[config.mk]
export PLATFORM = sky130hd
export DESIGN_NAME = s3c_slave
export DESIGN_NICKNAME = d
export VERILOG_FILES = /design/src/rtl/s3c_pkg.sv /design/src/rtl/s3c_sync.sv /design/src/rtl/s3c_shift.sv /design/src/rtl/s3c_regs.sv /design/src/rtl/s3c_slave.sv
export SDC_FILE = /design/constraint.sdc
export NUM_CORES = 1
export LEC_CHECK = 0
export BUFFER_PORTS_ARGS = -buffer_cell sky130_fd_sc_hd__buf_2
export CAP_MARGIN = 30
export CORE_MARGIN = 3
export CORE_UTILIZATION = 54
export CTS_BUF_LIST = sky130_fd_sc_hd__clkbuf_4
export CTS_CLUSTER_SIZE = 20
export DETAILED_ROUTE_END_ITERATION = 10
export PLACE_DENSITY_LB_ADDON = 0.12
export SLEW_MARGIN = 15
export SYNTH_ARGS = -nofsm -noshare
export SYNTH_HDL_FRONTEND = slang
export SYNTH_HIERARCHICAL = 1
export SYNTH_SLANG_ARGS = --single-unit
[constraint.sdc]
create_clock -name clk -period 1.4 [get_ports clk]
set_input_delay 0.14 -clock clk [delete_from_list [all_inputs] [get_ports clk]]
set_output_delay 0.14 -clock clk [all_outputs]
set_load 0.02 [all_outputs]
[src/rtl/s3c_pkg.sv]
package s3c_pkg;
  typedef enum logic [1:0] {
    GRP_DATA   = 2'b00,
    GRP_SPARE1 = 2'b01,
    GRP_STATUS = 2'b10,
    GRP_SPARE3 = 2'b11
  } grp_e;

  localparam logic [1:0] SUB_LOW  = 2'b00;
  localparam logic [1:0] SUB_HIGH = 2'b10;

  typedef struct packed {
    logic [1:0] clk_sel;
    logic [2:0] fmt;
    logic [5:0] vol;
    logic [1:0] deemph;
    logic       mute;
  } cfg_t;
endpackage

[src/rtl/s3c_sync.sv]
module s3c_sync #(
  parameter int N_LINES = 3,
  parameter int STAGES  = 2
) (
  input  logic               clk,
  input  logic               rst_n,
  input  logic [N_LINES-1:0] din,
  output logic [N_LINES-1:0] level,
  output logic [N_LINES-1:0] rise,
  output logic [N_LINES-1:0] toggle
);
  for (genvar g = 0; g < N_LINES; g++) begin : g_line
    logic [STAGES:0] chain;
    always_ff @(posedge clk or negedge rst_n) begin
      if (!rst_n) chain <= '0;
      else        chain <= {chain[STAGES-1:0], din[g]};
    end
    assign level[g]  = chain[STAGES-1];
    assign rise[g]   = chain[STAGES-1] & ~chain[STAGES];
    assign toggle[g] = chain[STAGES-1] ^ chain[STAGES];
  end
endmodule

[src/rtl/s3c_shift.sv]
module s3c_shift #(
  parameter int BYTE_W = 8
) (
  input  logic              clk,
  input  logic              rst_n,
  input  logic              bit_rise,
  input  logic              bit_val,
  input  logic              frame_flip,
  input  logic              mode_lvl,
  output logic              byte_vld,
  output logic [BYTE_W-1:0] byte_q,
  output logic              byte_mode
);
  localparam int CW = $clog2(BYTE_W);
  localparam logic [CW-1:0] LAST = CW'(BYTE_W - 1);

  logic [CW-1:0]     cnt;
  logic [BYTE_W-1:0] sh;
  logic [BYTE_W-1:0] nxt;

  assign nxt = {sh[BYTE_W-2:0], bit_val};

  always_ff @(posedge clk or negedge rst_n) begin
    if (!rst_n) begin
      cnt       <= '0;
      sh        <= '0;
      byte_vld  <= 1'b0;
      byte_q    <= '0;
      byte_mode <= 1'b0;
    end else begin
      byte_vld <= 1'b0;
      if (frame_flip) begin
        cnt <= '0;
      end else if (bit_rise) begin
        sh <= nxt;
        if (cnt == LAST) begin
          cnt       <= '0;
          byte_vld  <= 1'b1;
          byte_q    <= nxt;
          byte_mode <= mode_lvl;
        end else begin
          cnt <= cnt + 1'b1;
        end
      end
    end
  end

  // a framing change restarts the bit count
  p_mode_flush_r9: assert property (@(posedge clk) disable iff (!rst_n)
    frame_flip |=> cnt == '0);
  // a byte is emitted only on the eighth sampled bit
  p_full_byte_r1: assert property (@(posedge clk) disable iff (!rst_n)
    byte_vld |-> ($past(bit_rise) && !$past(frame_flip) && $past(cnt) == LAST));
endmodule

[src/rtl/s3c_regs.sv]
module s3c_regs
  import s3c_pkg::*;
#(
  parameter int              ADDR_W   = 6,
  parameter logic [ADDR_W-1:0] DEV_ADDR = 6'b000101
) (
  input  logic              clk,
  input  logic              rst_n,
  input  logic              byte_vld,
  input  logic [ADDR_W+1:0] byte_q,
  input  logic              byte_mode,
  output cfg_t              cfg
);
  localparam int BW = ADDR_W + 2;

  logic       sel_q;
  grp_e       grp_q;
  cfg_t       cfg_q;
  logic [1:0] sub;

  assign sub = byte_q[BW-1:BW-2];
  assign cfg = cfg_q;

  always_ff @(posedge clk or negedge rst_n) begin
    if (!rst_n) begin
      sel_q <= 1'b0;
      grp_q <= GRP_DATA;
      cfg_q <= '0;
    end else if (byte_vld) begin
      if (!byte_mode) begin
        sel_q <= (byte_q[BW-1:2] == DEV_ADDR);
        grp_q <= grp_e'(byte_q[1:0]);
      end else if (sel_q) begin
        case (grp_q)
          GRP_DATA: begin
            if (sub == SUB_LOW) begin
              cfg_q.vol <= byte_q[5:0];
            end else if (sub == SUB_HIGH) begin
              cfg_q.deemph <= byte_q[4:3];
              cfg_q.mute   <= byte_q[2];
            end
          end
          GRP_STATUS: begin
            if (sub == SUB_LOW) begin
              cfg_q.clk_sel <= byte_q[5:4];
              cfg_q.fmt     <= byte_q[3:1];
            end
          end
          default: ;
        endcase
      end
    end
  end

  // matching address selects and latches the group
  p_addr_match_r2: assert property (@(posedge clk) disable iff (!rst_n)
    (byte_vld && !byte_mode && byte_q[BW-1:2] == DEV_ADDR)
      |=> (sel_q && grp_q == $past(byte_q[1:0])));
  // deselected device ignores data bytes
  p_foreign_hold_r3: assert property (@(posedge clk) disable iff (!rst_n)
    (byte_vld && byte_mode && !sel_q) |=> $stable(cfg_q));
  // data bytes never alter the selection
  p_keep_sel_r4: assert property (@(posedge clk) disable iff (!rst_n)
    (byte_vld && byte_mode) |=> ($stable(sel_q) && $stable(grp_q)));
  // unused groups change nothing
  p_spare_grp_r8: assert property (@(posedge clk) disable iff (!rst_n)
    (byte_vld && byte_mode && grp_q[0]) |=> $stable(cfg_q));
  // fields move only on a completed byte
  p_only_on_byte_r1: assert property (@(posedge clk) disable iff (!rst_n)
    !byte_vld |=> $stable(cfg_q));
endmodule

[src/rtl/s3c_slave.sv]
module s3c_slave
  import s3c_pkg::*;
#(
  parameter int SYNC_STAGES = 2,
  parameter logic [5:0] DEV_ADDR = 6'b000101
) (
  input  logic       clk,
  input  logic       rst_n,
  input  logic       ctl_clk,
  input  logic       ctl_mode,
  input  logic       ctl_dat,
  output logic [1:0] clk_sel,
  output logic [2:0] fmt_sel,
  output logic [5:0] vol_code,
  output logic [1:0] deemph_sel,
  output logic       mute_on
);
  localparam int ADDR_W = 6;
  localparam int BYTE_W = ADDR_W + 2;

  logic [2:0] lvl, rise, flip;
  logic              byte_vld, byte_mode;
  logic [BYTE_W-1:0] byte_q;
  cfg_t              cfg;

  s3c_sync #(.N_LINES(3), .STAGES(SYNC_STAGES)) u_sync (
    .clk(clk), .rst_n(rst_n),
    .din({ctl_dat, ctl_mode, ctl_clk}),
    .level(lvl), .rise(rise), .toggle(flip)
  );

  s3c_shift #(.BYTE_W(BYTE_W)) u_shift (
    .clk(clk), .rst_n(rst_n),
    .bit_rise(rise[0]), .bit_val(lvl[2]),
    .frame_flip(flip[1]), .mode_lvl(lvl[1]),
    .byte_vld(byte_vld), .byte_q(byte_q), .byte_mode(byte_mode)
  );

  s3c_regs #(.ADDR_W(ADDR_W), .DEV_ADDR(DEV_ADDR)) u_regs (
    .clk(clk), .rst_n(rst_n),
    .byte_vld(byte_vld), .byte_q(byte_q), .byte_mode(byte_mode),
    .cfg(cfg)
  );

  assign clk_sel    = cfg.clk_sel;
  assign fmt_sel    = cfg.fmt;
  assign vol_code   = cfg.vol;
  assign deemph_sel = cfg.deemph;
  assign mute_on    = cfg.mute;
endmodule

==> out/qor.txt, run 1 <==
Clock-pin slew on the worst setup and hold paths -> 0.12 ns
Clock period minus worst slack -> 1.49 ns
Input/output buffers -> 18
Critical Path RT -> 1.64 ns
Failing checks -> negative setup slack
CTS Root Cell -> clkbuf_4
Final setup fails -> 16
GP Congestion -> 0.722
Pwr dens -> 1090 nW/um^2
DP Worst Slack -> -0.0723 ns
Standard-cell rows -> 20
Max H-tree Level -> 2
Setup crit end kind -> flip-flop
Final WL -> 2.59 mm
Worst skew pair latency -> 0.35 ns
Crit start category -> flip-flop
TritonCTS clock tree -> built
Routed Antenna Nets -> 0
Worst min path class -> in2async
Syn. warnings -> 6
RSZ-0062 raised after global routing -> true
Setup WS post-layout -> -0.0890 ns
DR pass1 iterations -> 3
Peak VDD IR -> 0.809 mV
Initial antenna violation count -> 0
Cell Chain, Critical Path -> ha_4, inv_4, nand3b_1, buf_12, mux2_4
Chip width -> 63.4 um
Syn Nets -> 118
Initial core utilization -> 57.4%
Clk sinks -> 45
Final setup skew -> 0.00871 ns
WP buf/inv -> 2
Worst-margin pin slew -> 0.412 ns
Slowest cell on crit path -> dfrtp_1
Vias per cell -> 5.03
Max-cap violations -> 0
Kind of critical path -> reg2reg
Peak per-stage delay on the critical path -> 0.43 ns
Crit path max fanout -> 10
Synth Cell Area -> 1780 um^2
Chip height -> 63.4 um
Outcome -> complete, but fails checks
DR DRC count -> 0
# diodes -> 0
Relative slew slack -> 72.5%
Layout cells sized above 1 -> 52.8%
Clock buffer count from CTS -> 5
Max Fclk -> 0.672 GHz
Final period util -> 106%
CTS Buffer Depth -> 2
First-pass GRT wire length -> 4.64 mm
Syn_area_per_cell -> 16.3 um^2
Die ar. -> 4020 um^2
Fillers -> 236
1st-iter DRT viols -> 28
Core Footprint -> 3100 um^2
Total grt overflow -> 0
Max-slew violations -> 0
Final Hold Violating Endpoints -> 0
Ports -> 19
Nets -> 152
DR vias -> 945
Setup TNS Final -> -0.999 ns
Vias in the first global route -> 1007
CP delay by family, top -> flip-flops
Total GRT Usage -> 15.1%
CP arrival -> 1.73 ns
DP HPWL -> 1.83 mm
Largest net degree at the start of global routing -> 29
Post-Syn Instances -> 109
Layout area overhead -> 19.0%
P_leak -> 0.00112 uW
Avg WL per Cell -> 13.8 um
==> sequential cells by signal, indices dropped and copies added, names as in the netlist <==
name,flops
u_shift/sh,7
u_regs/cfg,14
u_shift/byte_vld,1
u_shift/byte_mode,1
u_shift/cnt,3
u_regs/grp_q,2
u_shift/byte_q,8
u_regs/sel_q,1
u_sync/g_line.chain,8
==> power by group <==
part	switching, uW	internal, uW
clock	385	190
combinational	77.8	167
sequential	83.2	1400
total	546	1760
==> path summary, 6_finish.rpt <==
kind                                            from                   endpoint  slack, ns  cells after the start
min in group clk           u_sync/g_line[1].chain[0]  u_sync/g_line[1].chain[1]       0.36                      0
hold reg to reg            u_sync/g_line[1].chain[0]  u_sync/g_line[1].chain[1]       0.36                      0
setup reg to reg           u_sync/g_line[1].chain[1]          u_shift/byte_q[1]      -0.09                      5
setup / recovery           u_sync/g_line[1].chain[1]          u_shift/byte_q[1]      -0.09                      5
hold / removal                                 rst_n              u_regs/cfg[8]       0.24                      2
max in group asynchronous                      rst_n          u_shift/byte_q[1]       0.68                      3
==> cell usage in the layout (no fill, tap or decap) <==
master         instances
a21oi_2                1
and4b_2                1
buf_12                 2
buf_2                 18
buf_4                  7
clkbuf_4               5
clkinv_1               1
clkinv_2               1
clkinv_4               1
dfrtp_1               45
dlygate4sd3_1          4
ha_2                   3
ha_4                   1
inv_1                  4
inv_4                  1
mux2_2                16
mux2_4                16
mux2i_1                2
nand2b_1               1
nand3_1                2
nand3_2                1
nand3b_1               1
nand3b_4               1
nor2_1                 3
nor2_2                 1
nor2b_1                2
nor4bb_1               1
o21ai_0                1
or3b_1                 1
==> routing by layer <==
layer	track usage, %	share of wire [%]	vias to the layer above	wire (um)
met5	0	0	-	0
met4	5.66	1.5	0	38
met3	5.35	4.8	5	124
met2	25.6	54	19	1390
met1	17.6	40	478	1030
li1	-	-	443	-
==> worst reg2reg max path, delay by kind of cell, from the launching register on <==
family / cells / cell delay, ns
adders and majority gates: 1 / 0.28
buffers and inverters: 2 / 0.21
and+or+nand+nor: 1 / 0.19
muxes: 1 / 0.29
DFF: 1 / 0.43
==> per-stage QoR <==
stage               hold slack (ns)  cells  power (uW)  utilization, %  instance area (um^2)
floorplan                    -0.156    109        1640               -                  1780
global placement             0.0905    174        1720            63.5                  1970
detailed placement           0.0952    174        1730            63.5                  1970
CTS                           0.222    187        2340            66.9                  2070
global route                  0.251    188        2440            68.3                  2120
finish                        0.236    188        2300            68.3                  2120
==> layout make-up <==
| cell class | instances | area (um^2) | area share (%) |
|---|---|---|---|
| Sequential cell | 45 | 1130 | 53.2 |
| Multi-Input combinational cell | 55 | 638 | 30.1 |
| Timing Repair Buffer | 31 | 223 | 10.5 |
| Tap cell | 44 | 55.1 | 2.60 |
| Clock buffer | 5 | 37.5 | 1.77 |
| Inverter | 5 | 21.3 | 1.00 |
| Clock inverter | 3 | 17.5 | 0.827 |
==> what timing repair did <==
action / in CTS / in global routing
buffers inserted: 1 / 1
pin swaps: 0 / 2
endpoints found under the hold margin: 20 / 0
endpoints found under the setup margin: 16 / 20
resized for setup: 1 / 8
hold buffers: 4 / 0
No activity file was read; power rests on OpenSTA's default activity.
==> run 2: changes to the inputs <==
- GPL_TIMING_DRIVEN: default -> 0
==> run 2 against run 1 <==
  * The run still ends with negative setup slack left
  * Register-to-register slack improved by 0.02 ns
  * Wire length fell by 1.2%
  * Die area unchanged
  * Largest cell class unchanged
  * Power is 9.0% higher
  * Critical path type unchanged
  * Flip-flop and latch count is the same
  * Global-route usage is 0.61 points lower
  * Clock power increased by 40%
  * Via count fell by 3.7%
  * Sequential share of layout area is 0.54 points higher
  * Cell area is 1.0% lower
==> out/qor.txt, run 2 (same netlist as run 1, synthesis figures left out) <==
# diodes -> 0
Vias per cell -> 4.89
CP delay by family, top -> flip-flops
Setup crit end kind -> flip-flop
Final setup fails -> 16
Reg area -> 1130 um^2
TritonCTS clock tree -> built
Chip width -> 63.4 um
Setup WS post-layout -> -0.0737 ns
Avg WL per Cell -> 13.7 um
DR vias -> 910
Non-Filler Instances -> 186
Clock-pin slew on the worst setup and hold paths -> 0.13 ns
Max Fclk -> 0.679 GHz
Largest net degree at the start of global routing -> 46
Max H-tree Level -> 2
Layout cells sized above 1 -> 49.3%
Crit start category -> flip-flop
Critical Path RT -> 1.65 ns
Area of the multi-input gates -> 607 um^2
1st-iter DRT viols -> 28
Final WL -> 2.56 mm
First-pass GRT wire length -> 4.32 mm
Initial core utilization -> 57.4%
Setup TNS Final -> -0.901 ns
Max-slew violations -> 0
Cell Chain, Critical Path -> inv_1, ha_1, inv_2, nand3b_1, buf_6, mux2_4
Chip height -> 63.4 um
Kind of critical path -> reg2reg
CTS Buffer Depth -> 2
Worst skew pair latency -> 0.36 ns
Routed Antenna Nets -> 0
Nets -> 150
Failing checks -> negative setup slack
Max reg flops -> 14
Dpl cells -> 171
Layout area overhead -> 17.8%
Final setup skew -> 0.00763 ns
Slowest cell on crit path -> dfrtp_1
Worst min path class -> in2async
Pwr dens -> 1200 nW/um^2
Vias in the first global route -> 953
Core Footprint -> 3100 um^2
DR pass1 iterations -> 4
DR DRC count -> 0
Clock buffer count from CTS -> 5
Final period util -> 105%
Final Hold Violating Endpoints -> 0
Ports -> 19
WP buf/inv -> 3
Relative slew slack -> 65.0%
Die ar. -> 4020 um^2
Initial antenna violation count -> 0
Outcome -> complete, but fails checks
CP arrival -> 1.73 ns
Peak VDD IR -> 0.762 mV
Standard-cell rows -> 20
Peak per-stage delay on the critical path -> 0.36 ns
Input/output buffers -> 18
DP HPWL -> 1.75 mm
Max-cap violations -> 0
P_leak -> 0.00112 uW
Crit path max fanout -> 10
Total grt overflow -> 0
Most frequent cells in the layout -> 45 x dfrtp_1, 18 x buf_2, 16 x mux2_2, 16 x mux2_4, 6 x clkbuf_4
Fillers -> 256
Clock period minus worst slack -> 1.47 ns
RSZ-0062 raised after global routing -> true
Reg2Reg Setup Slack -> -0.07 ns
CTS Root Cell -> clkbuf_4
Clk sinks -> 45
Worst-margin pin slew -> 0.525 ns
Total GRT Usage -> 14.5%
Commonest non-fill, non-tap cell in the layout -> dfrtp_1
GP Congestion -> 0.740
run 2: cell types whose count changed in the layout (fill, tap and decap cells not counted), sizes merged:
cell    change
buf         -2
bufinv      +1
clkinv      -2
clkbuf      +1
run 2: layout make-up:
cell class / instances / share of cell area [%]
flip-flops and latches: 45 / 53.7
multi-input cells: 55 / 28.9
repair buffers: 25 / 8.23
well taps: 44 / 2.63
clock buffers: 6 / 2.15
clock inverters: 2 / 1.85
plain buffers: 4 / 1.61
inverters: 5 / 0.895
run 2: metrics by stage:
stage                     area, um^2  hold WS [ns]  utilization [%]  worst slack, ns  power (uW)
after floorplan                 1780        -0.156                -          -0.0174        1640
after global placement          1930         0.248             62.1          -0.0855        1700
after detailed placement        1930         0.249             62.1           -0.103        1710
after CTS                       2070         0.371             66.7          -0.0768        2540
after global routing            2100         0.275             67.6           -0.151        2630
final                           2100         0.271             67.6          -0.0737        2510
run 2: path summary, 6_finish.rpt:
check                           depth (start not counted)                      start                   endpoint
worst min-delay path                                    2                      rst_n               u_regs/sel_q
worst max register to register                          6  u_sync/g_line[1].chain[2]          u_shift/byte_q[0]
worst max-delay path                                    6  u_sync/g_line[1].chain[2]          u_shift/byte_q[0]
min in group clk                                        0  u_sync/g_line[0].chain[0]  u_sync/g_line[0].chain[1]
max in group asynchronous                               3                      rst_n             u_shift/cnt[0]
worst min register to register                          0  u_sync/g_line[0].chain[0]  u_sync/g_line[0].chain[1]
run 2: timing repair:
action / CTS / global route
endpoints found under the setup margin: 16 / 16
hold buffers: 4 / 0
gates resized for setup: 2 / 0
pin swaps: 1 / 0
buffers inserted: 2 / 0
endpoints found under the hold margin: 48 / 0
run 2: power breakdown:
group	internal [uW]	total, uW	leakage, uW	switching (uW)
clock network	400	807	0.0000459	407
logic	158	227	0.000477	69.3
registers	1400	1480	0.000598	78.1
total	1960	2510	0.00112	555
run 2: worst register-to-register path, stage by stage (launching register included):
cell,delay (ns)
dfrtp_1,0.36
inv_1,0.04
ha_1,0.29
inv_2,0.08
nand3b_1,0.12
buf_6,0.18
mux2_4,0.31
run 2: routing by layer:
layer / global-route usage (%) / wire length (um) / vias to the layer above / share of wire, %
li1: - / - / 441 / -
met1: 15.9 / 1150 / 442 / 45
met2: 24.1 / 1210 / 20 / 47
met3: 4.81 / 136 / 7 / 5.3
met4: 8.89 / 65 / 0 / 2.5
met5: 0 / 0 / - / 0
